[src/rtl/sbuf_pkg.sv]
package sbuf_pkg;

  // Strobes from control to datapath
  typedef struct packed {
    logic enqWrite;   // write the incoming store at the tail slot
    logic headPop;    // head entry is leaving on the memory port
  } sbStrobe_t;

  // Memory port operation chosen by the arbiter
  typedef enum logic [1:0] {
    PORT_IDLE  = 2'd0,
    PORT_READ  = 2'd1,
    PORT_WRITE = 2'd2
  } portOp_t;

endpackage

[src/rtl/sbuf_datapath.sv]
module sbuf_datapath
  import sbuf_pkg::*;
#(
  parameter int DEPTH = 8,
  parameter int AW    = 32,
  parameter int DW    = 32,
  parameter int BEW   = DW / 8,
  parameter int PTRW  = $clog2(DEPTH)
) (
  input  logic              clk,
  input  sbStrobe_t         strobe,
  input  logic [PTRW-1:0]   enqIdx,
  input  logic [PTRW-1:0]   headIdx,
  input  logic [DEPTH-1:0]  validMask,
  input  logic [AW-1:0]     enqAddr,
  input  logic [DW-1:0]     enqData,
  input  logic [BEW-1:0]    enqBe,
  input  logic [AW-1:0]     rdAddr,
  output logic [AW-1:0]     headAddr,
  output logic [DW-1:0]     headData,
  output logic [BEW-1:0]    headBe,
  output logic              matchAny
);

  logic [AW-1:0]    addrQ [DEPTH];
  logic [DW-1:0]    dataQ [DEPTH];
  logic [BEW-1:0]   beQ   [DEPTH];
  logic [DEPTH-1:0] matchVec;

  for (genvar i = 0; i < DEPTH; i++) begin : g_entry
    always_ff @(posedge clk) begin
      if (strobe.enqWrite && (enqIdx == PTRW'(i))) begin
        addrQ[i] <= enqAddr;
        dataQ[i] <= enqData;
        beQ[i]   <= enqBe;
      end
    end

    // word-granular compare, only live entries count
    assign matchVec[i] = validMask[i] && (addrQ[i] == rdAddr);
  end

  assign matchAny = |matchVec;
  assign headAddr = addrQ[headIdx];
  assign headData = dataQ[headIdx];
  assign headBe   = beQ[headIdx];

endmodule

[src/rtl/sbuf_ctrl.sv]
module sbuf_ctrl
  import sbuf_pkg::*;
#(
  parameter int DEPTH = 8,
  parameter int PTRW  = $clog2(DEPTH),
  parameter int CNTW  = PTRW + 1
) (
  input  logic             clk,
  input  logic             rstN,
  input  logic             enqValid,
  input  logic             commit,
  input  logic             flush,
  input  logic             rdValid,
  input  logic             rdHit,
  input  logic             matchAny,
  output sbStrobe_t        strobe,
  output logic [PTRW-1:0]  enqIdx,
  output logic [PTRW-1:0]  headIdx,
  output logic [DEPTH-1:0] validMask,
  output logic             enqFull,
  output logic             wbEmpty,
  output logic             rdGrant,
  output portOp_t          portOp
);

  localparam logic [CNTW-1:0] FULL_CNT = CNTW'(DEPTH);

  logic [PTRW-1:0] headQ;
  logic [CNTW-1:0] cntQ;       // valid entries
  logic [CNTW-1:0] commitCntQ; // committed entries, contiguous from head

  logic enqAccept, commitEff, drain;

  // occupancy flags
  assign wbEmpty = (cntQ == '0);
  assign enqFull = (cntQ == FULL_CNT);

  // live-entry mask, relative to the head pointer
  for (genvar i = 0; i < DEPTH; i++) begin : g_valid
    logic [PTRW-1:0] offs;
    assign offs         = PTRW'(i) - headQ;
    assign validMask[i] = ({1'b0, offs} < cntQ);
  end

  assign headIdx = headQ;
  assign enqIdx  = headQ + cntQ[PTRW-1:0];

  // port arbitration: hit reads win unless blocked, miss reads need empty
  always_comb begin
    rdGrant = rdValid && (rdHit ? !matchAny : wbEmpty);
    drain   = !rdGrant && (commitCntQ != '0);
    if (rdGrant)    portOp = PORT_READ;
    else if (drain) portOp = PORT_WRITE;
    else            portOp = PORT_IDLE;
  end

  assign enqAccept       = enqValid && !enqFull;
  assign commitEff       = commit && !flush && (commitCntQ < cntQ);
  assign strobe.enqWrite = enqAccept && !flush;
  assign strobe.headPop  = drain;

  always_ff @(posedge clk) begin
    if (!rstN) begin
      headQ      <= '0;
      cntQ       <= '0;
      commitCntQ <= '0;
    end else begin
      headQ      <= headQ + PTRW'(drain);
      commitCntQ <= commitCntQ - CNTW'(drain) + CNTW'(commitEff);
      if (flush) cntQ <= commitCntQ - CNTW'(drain);
      else       cntQ <= cntQ - CNTW'(drain) + CNTW'(strobe.enqWrite);
    end
  end

  AST_CNT_BOUND: assert property (@(posedge clk) disable iff (!rstN)
    cntQ <= FULL_CNT) else $error("occupancy over depth");

  AST_FULL_NO_GROW: assert property (@(posedge clk) disable iff (!rstN)
    enqFull |=> cntQ <= FULL_CNT) else $error("grew past full");

  AST_COMMIT_WITHIN: assert property (@(posedge clk) disable iff (!rstN)
    commitCntQ <= cntQ) else $error("committed beyond valid");

  AST_FLUSH_KEEPS_COMMITTED: assert property (@(posedge clk) disable iff (!rstN)
    flush |=> (cntQ == commitCntQ)) else $error("flush left speculative");

  AST_COMMIT_ONE_STEP: assert property (@(posedge clk) disable iff (!rstN)
    (!commit && !portOp[1]) |=> $stable(commitCntQ)) else $error("commit moved");

endmodule

[src/rtl/store_buffer.sv]
module store_buffer
  import sbuf_pkg::*;
#(
  parameter int DEPTH = 8,
  parameter int AW    = 32,
  parameter int DW    = 32,
  parameter int BEW   = DW / 8,
  parameter int PTRW  = $clog2(DEPTH)
) (
  input  logic           clk,
  input  logic           rstN,
  input  logic           enqValid,
  input  logic [AW-1:0]  enqAddr,
  input  logic [DW-1:0]  enqData,
  input  logic [BEW-1:0] enqBe,
  output logic           enqFull,
  input  logic           commit,
  input  logic           flush,
  input  logic           rdValid,
  input  logic [AW-1:0]  rdAddr,
  input  logic           rdHit,
  output logic           rdGrant,
  output logic           memValid,
  output logic           memWrite,
  output logic [AW-1:0]  memAddr,
  output logic [DW-1:0]  memData,
  output logic [BEW-1:0] memBe,
  output logic           wbEmpty
);

  sbStrobe_t        strobe;
  portOp_t          portOp;
  logic [PTRW-1:0]  enqIdx, headIdx;
  logic [DEPTH-1:0] validMask;
  logic [AW-1:0]    headAddr;
  logic [DW-1:0]    headData;
  logic [BEW-1:0]   headBe;
  logic             matchAny;

  sbuf_ctrl #(.DEPTH(DEPTH), .PTRW(PTRW)) u_ctrl (
    .clk(clk), .rstN(rstN), .enqValid(enqValid), .commit(commit),
    .flush(flush), .rdValid(rdValid), .rdHit(rdHit), .matchAny(matchAny),
    .strobe(strobe), .enqIdx(enqIdx), .headIdx(headIdx),
    .validMask(validMask), .enqFull(enqFull), .wbEmpty(wbEmpty),
    .rdGrant(rdGrant), .portOp(portOp)
  );

  sbuf_datapath #(.DEPTH(DEPTH), .AW(AW), .DW(DW), .BEW(BEW), .PTRW(PTRW)) u_dp (
    .clk(clk), .strobe(strobe), .enqIdx(enqIdx), .headIdx(headIdx),
    .validMask(validMask), .enqAddr(enqAddr), .enqData(enqData),
    .enqBe(enqBe), .rdAddr(rdAddr), .headAddr(headAddr),
    .headData(headData), .headBe(headBe), .matchAny(matchAny)
  );

  always_comb begin
    memValid = (portOp != PORT_IDLE);
    memWrite = (portOp == PORT_WRITE);
    memAddr  = (portOp == PORT_READ) ? rdAddr : headAddr;
    memData  = memWrite ? headData : '0;
    memBe    = memWrite ? headBe   : '0;
  end

  AST_HIT_READ_CLEAR: assert property (@(posedge clk) disable iff (!rstN)
    (memValid && !memWrite && rdHit) |-> !matchAny) else $error("read passed a match");

  AST_HIT_READ_WINS: assert property (@(posedge clk) disable iff (!rstN)
    (rdValid && rdHit && !matchAny) |-> (memValid && !memWrite)) else $error("bypass lost");

  AST_MISS_READ_EMPTY: assert property (@(posedge clk) disable iff (!rstN)
    (memValid && !memWrite && !rdHit) |-> wbEmpty) else $error("miss read promoted");

  AST_EMPTY_NO_WRITE: assert property (@(posedge clk) disable iff (!rstN)
    wbEmpty |-> !(memValid && memWrite)) else $error("write from empty buffer");

  AST_WRITE_ORDER: assert property (@(posedge clk) disable iff (!rstN)
    (memValid && memWrite) |=> $changed(headIdx)) else $error("head not advanced");

endmodule

[config.mk]
export PLATFORM = sky130hd
export DESIGN_NAME = store_buffer
export DESIGN_NICKNAME = d
export VERILOG_FILES = /design/src/rtl/sbuf_pkg.sv /design/src/rtl/sbuf_datapath.sv /design/src/rtl/sbuf_ctrl.sv /design/src/rtl/store_buffer.sv
export SDC_FILE = /design/constraint.sdc
export NUM_CORES = 1
export LEC_CHECK = 0
export ABC_CLOCK_PERIOD_IN_PS = 9980
export CAP_MARGIN = 40
export CORE_UTILIZATION = 59
export CTS_CLUSTER_SIZE = 40
export DETAILED_ROUTE_END_ITERATION = 6
export PLACE_DENSITY = 0.91
export RECOVER_POWER = 100
export REMOVE_ABC_BUFFERS = 1
export SYNTH_ARGS = -nofsm -noshare
export SYNTH_HDL_FRONTEND = slang
export SYNTH_HIERARCHICAL = 1
export SYNTH_SLANG_ARGS = --single-unit
[constraint.sdc]
create_clock -name clk -period 9.98 [get_ports clk]
set_input_delay 1.996 -clock clk [delete_from_list [all_inputs] [get_ports clk]]
set_output_delay 1.996 -clock clk [all_outputs]
set_load 0.01 [all_outputs]
==> impl_metrics.env <==
export IMPL_cts_htree_levels=2
export IMPL_drtAntennaViolNets=0
export IMPL_vias=14000
export IMPL_syn_avg_cell_area_um2=18.3
export IMPL_ir_drop_uv=208
export IMPL_port_buffers=179
export IMPL_period_minus_slack_ps=9310
export IMPL_violations="max-capacitance violations, max-slew violations"
export IMPL_cp_end_kind="output pin"
export IMPL_path_buf_inv=3
export IMPL_finalWirelength_mm=65.4
export IMPL_antenna_found_initial=10
export IMPL_startpoint="rdAddr[15]"
export IMPL_clkTransAtPathRegs_ps=60
export IMPL_fmax_mhz=107
export IMPL_synth_area_um2=25500
export IMPL_p_total_mw=7.11
export IMPL_first_pass_iters=5
export IMPL_powerDensity_nw_per_um2=242
export IMPL_grt_util_all_layers_pct=30.3
export IMPL_slew_violations=508
export IMPL_postLayoutCellArea_um2=29400
export IMPL_vias_per_cell=6.35
export IMPL_outcome="complete, but fails checks"
export IMPL_die_area_um2=44000
export IMPL_timing_final_crit_share_pct=93.3
export IMPL_ctsResizeCount=0
export IMPL_slew_headroom_pct=-155
export IMPL_cts_sinks=555
export IMPL_cpLargestDelayFamily="simple AND/OR/NAND/NOR gates"
export IMPL_cts_root_buf="clkbuf_16"
export IMPL_fillers=2535
export IMPL_hpwl_mm=42.6
export IMPL_initial_utilization_pct=60.2
export IMPL_area_delta_synth_final_pct=15.5
export IMPL_synthCells=1396
export IMPL_cts_buffers=54
export IMPL_cts_tree="done"
export IMPL_insertion_delay_ps=620
export IMPL_rsz0062_at_grt="false"
export IMPL_rows=75
export IMPL_cpPeakStageDelay_ps=910
export IMPL_finalHoldViolCount=0
export IMPL_cp_cell_sequence="dlygate4sd3_1 > xor2_1 > nor4_1 > nand4_1 > or4_1 > o22ai_1 > or4_1 > nor2b_1 > o21a_1 > nor2_1 > nor2b_1 > clkbuf_2 > and2_1 > dlygate4sd3_1"
export IMPL_fin_nets=1716
export IMPL_cts_setup_buffers=0
export IMPL_die_w_um=210
export IMPL_cap_violations=15
export IMPL_critical_path_max_fanout=37
export IMPL_grt_max_degree=48
export IMPL_drt_iter0_drc=1500
export IMPL_drive_gt1_share_pct=20.1
export IMPL_pin_count=180
export IMPL_hold_start="u_ctrl/commitCntQ[0]"
export IMPL_gp_congestion=1.02
export IMPL_crit_type="input port to output pin"
export IMPL_finalClockSkew_ps=24.7
export IMPL_postPlaceCellArea_um2=27900
export IMPL_cpMaxStageDelayCell="dlygate4sd3_1"
export IMPL_ctsHoldBuffers=0
export IMPL_leakage_nw=9.32
export IMPL_cp_data_arrival_time_ps=7320
export IMPL_reg2reg_from="u_ctrl/headIdx[0]"
export IMPL_drc_errors=0
export IMPL_grt_pass1_vias=14300
export IMPL_grt_pass1_wl_mm=94.9
export IMPL_hold_class="flip-flop to flip-flop"
export IMPL_core_area_um2=42300
export IMPL_required_ps=7980
export IMPL_wl_per_cell_um=29.7
export IMPL_cp_start_kind="input port"
export IMPL_die_h_um=210
export IMPL_setup_viol=0
export IMPL_grt_remaining_overflow=0
export IMPL_cts_path_max_buffers=3
export IMPL_worstMarginPinSlew_ps=3820
export IMPL_ys_warn_count=6
-- report_power, final --
| part | switching (mW) | internal (mW) |
|---|---|---|
| clock | 0.864 | 1.13 |
| sequential | 0.143 | 2.86 |
| combinational | 1.06 | 1.06 |
-- cells in the final DEF (no fill, tap or decap), types with 6 or more instances in the layout --
| master | count |
|---|---|
| edfxtp_1 | 544 |
| xnor2_1 | 136 |
| mux4_2 | 136 |
| xor2_1 | 123 |
| dlygate4sd3_1 | 107 |
| clkdlybuf4s50_1 | 72 |
| mux2_2 | 70 |
| clkbuf_16 | 56 |
| nand4_1 | 39 |
| nor4_1 | 34 |
| clkbuf_1 | 31 |
| and2_0 | 29 |
| ha_1 | 29 |
| mux2_4 | 25 |
| inv_1 | 25 |
| clkinv_1 | 13 |
| and2_1 | 11 |
| nor2_1 | 11 |
| o21ai_0 | 10 |
| nand3_1 | 10 |
| nor2b_1 | 9 |
| dfxtp_1 | 8 |
| nor3_1 | 8 |
| clkinv_2 | 6 |
| buf_4 | 6 |
-- sequential cells by signal, indices dropped and copies added (netlist names) --
signal	count
u_dp/addrQ	256
u_dp/dataQ	256
u_dp/beQ	32
u_ctrl/cntQ	4
u_ctrl/commitCntQ	4
u_ctrl/headIdx	3
-- path summary, 6_finish.rpt --
| path | cells after the start | slack [ps] | to |
|---|---|---|---|
| worst max-delay path | 14 | 670 | memData[9] |
| worst min-delay path | 3 | 640 | u_ctrl/cntQ[0] |
| worst max register to register | 7 | 2750 | u_dp/addrQ[6][11] |
| worst min register to register | 3 | 640 | u_ctrl/cntQ[0] |
-- per-stage QoR --
step           utilization, %  TNS (ps)  hold slack (ps)  worst slack (ps)  cells
5_1_grt                  69.5         0              701               543   2198
3_5_place_dp             66.0         0              632              1060   2098
4_1_cts                  70.1         0              641              1040   2196
2_1_floorplan               -   -554050              586             -2220   1314
6_report                 69.6         0              644               668   2201
3_3_place_gp             65.4         0              618              1050   2089
-- worst reg2reg max path: stages (launching register included) --
cell      delay [ps]
dfxtp_4          850
ha_1             340
inv_1             70
fa_1             410
xnor2_1          270
nand2_1          160
nor2_1          1790
clkbuf_1        2840
-- routing by layer --
layer | routed length (um) | track usage [%]
met5 | 78 | 0
met4 | 2360 | 10.9
met3 | 6440 | 6.03
met2 | 32600 | 50.3
met1 | 23900 | 40.1
-- layout make-up --
cell class	instances	area [um2]	area share (%)
multi-input cells	734	8290	28.2
well taps	577	722	2.45
repair buffers	207	2040	6.93
flip-flops and latches	555	16600	56.3
clock buffers	71	1460	4.95
inverters	25	93.8	0.319
clock inverters	27	251	0.854
diodes	5	12.5	0.0425
Power figures use the tool's default switching activity.
